===== config.mk =====
export PLATFORM = sky130hd
export DESIGN_NAME = aux_req_framer
export DESIGN_NICKNAME = d
export VERILOG_FILES = /design/src/rtl/aux_frm_pkg.sv /design/src/rtl/aux_frm_classify.sv /design/src/rtl/aux_frm_scale10.sv /design/src/rtl/aux_frm_bytesel.sv /design/src/rtl/aux_req_framer.sv
export SDC_FILE = /design/constraint.sdc
export NUM_CORES = 1
export LEC_CHECK = 0
export BUFFER_PORTS_ARGS = -buffer_cell sky130_fd_sc_hd__buf_4
export CAP_MARGIN = 40
export CORE_UTILIZATION = 42
export DETAILED_ROUTE_END_ITERATION = 10
export HOLD_SLACK_MARGIN = 0.03
export PLACE_DENSITY = 0.66
export SLEW_MARGIN = 20
export SYNTH_ARGS = -nofsm -noshare
export SYNTH_HDL_FRONTEND = slang
export SYNTH_SLANG_ARGS = --single-unit

===== constraint.sdc =====
create_clock -name clk -period 3 [get_ports clk]
set_input_delay 0.6 -clock clk [delete_from_list [all_inputs] [get_ports clk]]
set_output_delay 0.6 -clock clk [all_outputs]
set_load 0.02 [all_outputs]

===== src/rtl/aux_frm_pkg.sv =====
package aux_frm_pkg;

    typedef enum logic [2:0] {
        ST_IDLE,
        ST_CFG,
        ST_HDR,
        ST_LEN,
        ST_PAY,
        ST_ACK,
        ST_WAIT,
        ST_GO
    } frm_state_e;

    localparam logic [3:0] CMD_NATIVE_WR   = 4'h8;
    localparam logic [3:0] CMD_TUNNEL_WR   = 4'h0;
    localparam logic [3:0] CMD_TUNNEL_WR_M = 4'h4;

    localparam logic [1:0] SLOT_CMD_HI  = 2'd0;
    localparam logic [1:0] SLOT_ADDR_MI = 2'd1;
    localparam logic [1:0] SLOT_ADDR_LO = 2'd2;
    localparam logic [1:0] SLOT_LENGTH  = 2'd3;

endpackage


===== src/rtl/aux_frm_classify.sv =====
module aux_frm_classify #(
    parameter int LEN_W = 5,
    parameter int CNT_W = 5
) (
    input  logic             is_i2c,
    input  logic [3:0]       action,
    input  logic [LEN_W-1:0] len,
    output logic             is_write,
    output logic [CNT_W-1:0] wr_bytes
);
    import aux_frm_pkg::*;

    always_comb begin
        if (is_i2c) begin
            is_write = (action == CMD_TUNNEL_WR) || (action == CMD_TUNNEL_WR_M);
        end else begin
            is_write = (action == CMD_NATIVE_WR);
        end
        wr_bytes = (len == '0) ? CNT_W'(3) : CNT_W'(4);
        if (is_write) begin
            wr_bytes = wr_bytes + CNT_W'(len);
        end
    end

endmodule


===== src/rtl/aux_frm_scale10.sv =====
module aux_frm_scale10 #(
    parameter int DLY_W = 8
) (
    input  logic [DLY_W-1:0] dly_in,
    output logic [DLY_W+3:0] dly_out
);
    localparam int OUT_W = DLY_W + 4;

    always_comb begin
        dly_out = (OUT_W'(dly_in) << 3) + (OUT_W'(dly_in) << 1);
    end

endmodule


===== src/rtl/aux_frm_bytesel.sv =====
module aux_frm_bytesel #(
    parameter int LEN_W = 5
) (
    input  logic [1:0]       slot,
    input  logic [3:0]       action,
    input  logic [19:0]      addr,
    input  logic [LEN_W-1:0] len,
    output logic [7:0]       byte_out
);
    import aux_frm_pkg::*;

    always_comb begin
        unique case (slot)
            SLOT_CMD_HI:  byte_out = {action, addr[19:16]};
            SLOT_ADDR_MI: byte_out = addr[15:8];
            SLOT_ADDR_LO: byte_out = addr[7:0];
            default:      byte_out = 8'(len) - 8'd1;
        endcase
    end

endmodule


===== src/rtl/aux_req_framer.sv =====
module aux_req_framer #(
    parameter int MAX_LEN = 16,
    parameter int DLY_W   = 8,
    parameter int LEN_W   = $clog2(MAX_LEN + 1),
    parameter int CNT_W   = $clog2(MAX_LEN + 5)
) (
    input  logic             clk,
    input  logic             rst_n,
    input  logic             req_valid,
    output logic             req_ready,
    input  logic             req_i2c,
    input  logic [3:0]       req_action,
    input  logic [19:0]      req_addr,
    input  logic [LEN_W-1:0] req_len,
    input  logic [DLY_W-1:0] req_delay,
    input  logic             pay_valid,
    output logic             pay_ready,
    input  logic [7:0]       pay_data,
    output logic             buf_wr,
    output logic             buf_idx_clr,
    output logic [7:0]       buf_data,
    output logic             cfg_wr,
    output logic [CNT_W-1:0] cfg_bytes,
    output logic [DLY_W+3:0] cfg_delay,
    output logic             done_ack,
    input  logic             done_sts,
    output logic             go,
    output logic             busy
);
    import aux_frm_pkg::*;

    typedef struct packed {
        frm_state_e       st;
        logic [1:0]       idx;
        logic [LEN_W-1:0] rem;
        logic             i2c;
        logic [3:0]       act;
        logic [19:0]      addr;
        logic [LEN_W-1:0] len;
        logic [DLY_W-1:0] dly;
    } frm_regs_t;

    frm_regs_t  r_d, r_q;
    logic       is_wr;
    logic [1:0] slot;
    logic [7:0] hdr_byte;

    aux_frm_classify #(.LEN_W(LEN_W), .CNT_W(CNT_W)) classify_i (
        .is_i2c   (r_q.i2c),
        .action   (r_q.act),
        .len      (r_q.len),
        .is_write (is_wr),
        .wr_bytes (cfg_bytes)
    );

    aux_frm_scale10 #(.DLY_W(DLY_W)) scale_i (
        .dly_in  (r_q.dly),
        .dly_out (cfg_delay)
    );

    assign slot = (r_q.st == ST_LEN) ? SLOT_LENGTH : r_q.idx;

    aux_frm_bytesel #(.LEN_W(LEN_W)) bytesel_i (
        .slot     (slot),
        .action   (r_q.act),
        .addr     (r_q.addr),
        .len      (r_q.len),
        .byte_out (hdr_byte)
    );

    always_comb begin
        r_d = r_q;
        unique case (r_q.st)
            ST_IDLE: begin
                if (req_valid) begin
                    r_d.st   = ST_CFG;
                    r_d.i2c  = req_i2c;
                    r_d.act  = req_action;
                    r_d.addr = req_addr;
                    r_d.len  = req_len;
                    r_d.dly  = req_delay;
                end
            end
            ST_CFG: begin
                r_d.st  = ST_HDR;
                r_d.idx = 2'd0;
            end
            ST_HDR: begin
                if (r_q.idx == SLOT_ADDR_LO) begin
                    r_d.st = (r_q.len != '0) ? ST_LEN : ST_ACK;
                end else begin
                    r_d.idx = r_q.idx + 2'd1;
                end
            end
            ST_LEN: begin
                r_d.rem = r_q.len;
                r_d.st  = is_wr ? ST_PAY : ST_ACK;
            end
            ST_PAY: begin
                if (pay_valid) begin
                    r_d.rem = r_q.rem - LEN_W'(1);
                    if (r_q.rem == LEN_W'(1)) begin
                        r_d.st = ST_ACK;
                    end
                end
            end
            ST_ACK:  r_d.st = ST_WAIT;
            ST_WAIT: begin
                if (!done_sts) begin
                    r_d.st = ST_GO;
                end
            end
            default: r_d.st = ST_IDLE;
        endcase
    end

    always_ff @(posedge clk or negedge rst_n) begin
        if (!rst_n) begin
            r_q <= '0;
        end else begin
            r_q <= r_d;
        end
    end

    always_comb begin
        req_ready   = (r_q.st == ST_IDLE);
        busy        = (r_q.st != ST_IDLE);
        cfg_wr      = (r_q.st == ST_CFG);
        pay_ready   = (r_q.st == ST_PAY);
        done_ack    = (r_q.st == ST_ACK);
        go          = (r_q.st == ST_GO);
        buf_idx_clr = (r_q.st == ST_HDR) && (r_q.idx == SLOT_CMD_HI);
        buf_wr      = (r_q.st == ST_HDR) || (r_q.st == ST_LEN) ||
                      ((r_q.st == ST_PAY) && pay_valid);
        if (!buf_wr) begin
            buf_data = 8'h00;
        end else if (r_q.st == ST_PAY) begin
            buf_data = pay_data;
        end else begin
            buf_data = hdr_byte;
        end
    end

endmodule


==> results.md <==
* Diode count at 0
* Final HPWL DP at 5.81 mm
* P_leak at 1.95 nW
* Flop pwr share at 0.244
* Layout cell share with drive strength beyond 1 at 0.406
* Critical Path AT at 2.47 ns
* Crit Path Max Fanout at 3
* Clk root buf: clkbuf_8
* Final hold violations at 0
* Asr flop ratio synth at 1.00
* Syn_area_per_cell at 10.6 um^2
* Clock Pin Slew Worst Setup and Hold Paths at 0.09 ns
* Largest net degree at the start of global routing at 49
* Setup TNS at -0.121 ns
* Drt total wl at 7.75 mm
* Total GRT Usage at 0.194
* Post-Synthesis Cells at 311
* Routability congestion estimate at 0.891
* Unrepaired setup endpoints after global routing: true
* Clock Sinks at 48
* Worst Tran Pin Value at 0.614 ns
* Num rows at 31
* Number of CTS-inserted buffers at 5
* # DRC at 0
* DIE WIDTH at 90.5 um
* Synthesized area at 3290 um^2
* Worst Path Required at 2.40 ns
* Most flops, register: r_q
* Worst Setup Path Type: register to output pin
* Syn. warnings at 0
* Initial antenna violation count at 0
* Top FF cell, synth: dfrtp_1
* Worst Clk Skew at 0.00600 ns
* Flops & latches, synth at 48
* Fin nets at 466
* Area delta synth->final at 25.4%
* Failing checks: setup timing
* Switching component of the power at 2.35 mW
* First-pass GRT wire length at 12.6 mm
* Critical Path Start Type: register
* Final WS setup at -0.0659 ns
* Hold-fix buffers, CTS at 0
* Core area at 7410 um^2
* Net Sw Frac at 0.447
* Initial DRC count at 129
* Power Total at 5.25 mW
* H-Tree Depth at 2
* CTS tree: done
* Sequential fraction of the synthesis area at 0.365
* Final Max Tran Viols at 0
* Status: complete, but fails checks
* DR WL/cell at 15.6 um
* DIE AREA at 8180 um^2
* Total number of vias at 2664
* Rel. slew slack at 0.591
* Post-synth EDFFs at 0
* Reg-to-reg startpoint: r_q[47]
* Via/cell ratio at 5.35
* First drt pass iteration count at 5
* Clock network fraction of design power at 0.079
* GRT Residual Overflow at 0
* Final Setup Violations at 2
* Peak supply drop at 0.592 mV
* Die Y at 90.5 um
* Clk Latency, worst-skew pair at 0.30 ns
* Logic gate share of total power at 0.678
* I/O Pins at 84
* Hold Path Class: input port to async pin
* Starting Density at 0.444
* Post-route clock period utilization at 1.02
* Clock buffer depth at 2
* Achievable Freq at 326 MHz
* Top Registers: r_q (48)
* Number of max-cap violations at 0
* Yosys cell types at 57
* Pwr Density at 1270 nW/um^2
* Mapped Nets at 379
* Vias in the first global route at 2537
* Tmin final at 3.07 ns
* Worst reg2reg path depth at 6
* Port-buffer cells at 82
* Routed Antenna Nets at 0
* Max reg flops at 48
* Power Internal at 2.90 mW
* CP Capture Type: output pin
* Reg-to-reg setup timing slack at 0.89 ns
* Crit Reg-Reg Endpoint: r_q[10]
==> worst max-delay path, stage by stage (launching register included) <==
cell and delay [ns]:
dfrtp_1 0.40, inv_2 0.10, ha_4 0.16, nor4b_4 0.25, ha_2 0.25, inv_2 0.05
fa_2 0.39, nor2b_1 0.11, o21ai_1 0.08, xor2_1 0.14, nor2_1 0.09, buf_4 0.15
==> cell usage in the layout, fill, tap and decap left out, types with 2 or more instances in the layout <==
master	synthesis	routed
buf_4	6	97
dfrtp_1	48	48
mux2_4	30	30
nor2_1	25	25
o21ai_0	21	20
nand2_1	17	17
inv_1	16	13
a21oi_1	12	12
ha_1	15	12
nand3_1	11	11
mux2i_1	7	7
mux2_2	7	7
nor2b_1	6	6
xor2_1	6	6
clkbuf_8	0	6
a2bb2oi_1	5	5
inv_2	1	4
a21o_1	4	4
a211oi_1	4	4
a31oi_1	4	4
nor3_1	3	3
xnor2_1	3	3
nand2b_1	3	3
and3_1	3	3
o22ai_1	3	3
o21a_1	2	2
or3_1	2	2
nor3b_1	2	2
o21ai_1	1	2
a21oi_2	2	2
a21oi_4	2	2
o31ai_1	2	2
o22a_1	2	2
fa_2	0	2
ha_2	0	2
clkinvlp_4	0	2
==> routing by layer <==
layer | global-route usage | routed length (um) | share of wire | vias to the layer above
met5 | 0 | 0 | 0 | -
met2 | 0.321 | 3730 | 0.48 | 101
li1 | - | - | - | 1276
met3 | 0.0354 | 409 | 0.053 | 10
met4 | 0.0484 | 112 | 0.014 | 0
met1 | 0.260 | 3490 | 0.45 | 1277
==> cell usage after synthesis (3+ instances only) <==
library cell,instances,area (um^2)
dfrtp_1,48,1200
nor2b_1,6,37.5
a211oi_1,4,30.0
o22ai_1,3,18.8
o21ai_0,21,105
nand3_1,11,55.1
xor2_1,6,52.6
mux2_2,7,78.8
nand2b_1,3,18.8
nor2_1,25,93.8
a2bb2oi_1,5,43.8
buf_12,4,80.1
a21o_1,4,30.0
nor3_1,3,15.0
a21oi_1,12,60.1
ha_1,15,188
buf_4,6,45.0
and3_1,3,18.8
buf_2,7,35.0
inv_1,16,60.1
mux2i_1,7,70.1
a31oi_1,4,25.0
mux2_4,30,450
xnor2_1,3,26.3
nand2_1,17,63.8
==> logic make-up (layout without fill, tap and decap cells) <==
logic type                 after synthesis  after routing  share of synthesized area
and+or+nand+nor                         82             82                      0.132
AOI/OAI and AO/OA                       73             73                      0.151
DFF                                     48             48                      0.365
muxes                                   44             44                      0.182
buffers and inverters                   37            125                     0.0754
adders and majority gates               17             17                     0.0693
xor gates and xnor gates                 9              9                     0.0240
other                                    1              1                    0.00114
==> power by group through the flow <==
stage	sequential, mW	clock (mW)	combinational, mW
after global routing	1.33	0.452	3.86
after floorplan	1.19	0	2.57
after global placement	1.28	0	3.40
after CTS	1.28	0.424	3.52
final	1.28	0.413	3.56
after detailed placement	1.29	0	3.44
==> final cells by class <==
class | count | area (um^2)
Multi-Input combinational cell | 226 | 1860
Tap cell | 99 | 124
Clock buffer | 6 | 82.6
Inverter | 18 | 80.1
Clock inverter | 2 | 15.0
Sequential cell | 48 | 1200
Fill cell | 652 | 3290
Timing Repair Buffer | 99 | 759
==> worst max path at each step <==
stage / slack (ns) / from / cells after the start / to
detailed placement: 0.1 / r_q[9] / 11 / cfg_bytes[4]
global placement: 0.14 / r_q[9] / 11 / cfg_bytes[4]
floorplan: 0.13 / r_q[9] / 10 / cfg_bytes[4]
CTS: 0.003 / r_q[8] / 11 / cfg_bytes[4]
finish: -0.07 / r_q[8] / 11 / cfg_bytes[4]
global route: -0.25 / r_q[8] / 11 / cfg_bytes[4]
==> stage by stage <==
stage	hold slack (ns)	instances	utilization	worst slack (ns)	cell area (um^2)
global route	0.348	498	0.556	-0.251	4120
floorplan	0.304	311	-	0.125	3290
global placement	0.494	482	0.532	0.138	3940
finish	0.301	498	0.556	-0.0659	4120
CTS	0.332	494	0.552	0.00283	4090
detailed placement	0.495	482	0.532	0.0978	3940
==> what timing repair did <==
action / CTS / global route
gates resized for setup: 7 / 4
buffers inserted: 4 / 4
pin swaps: 2 / 5
setup endpoints to repair: 4 / 4
No activity file was read; power rests on OpenSTA's default activity.
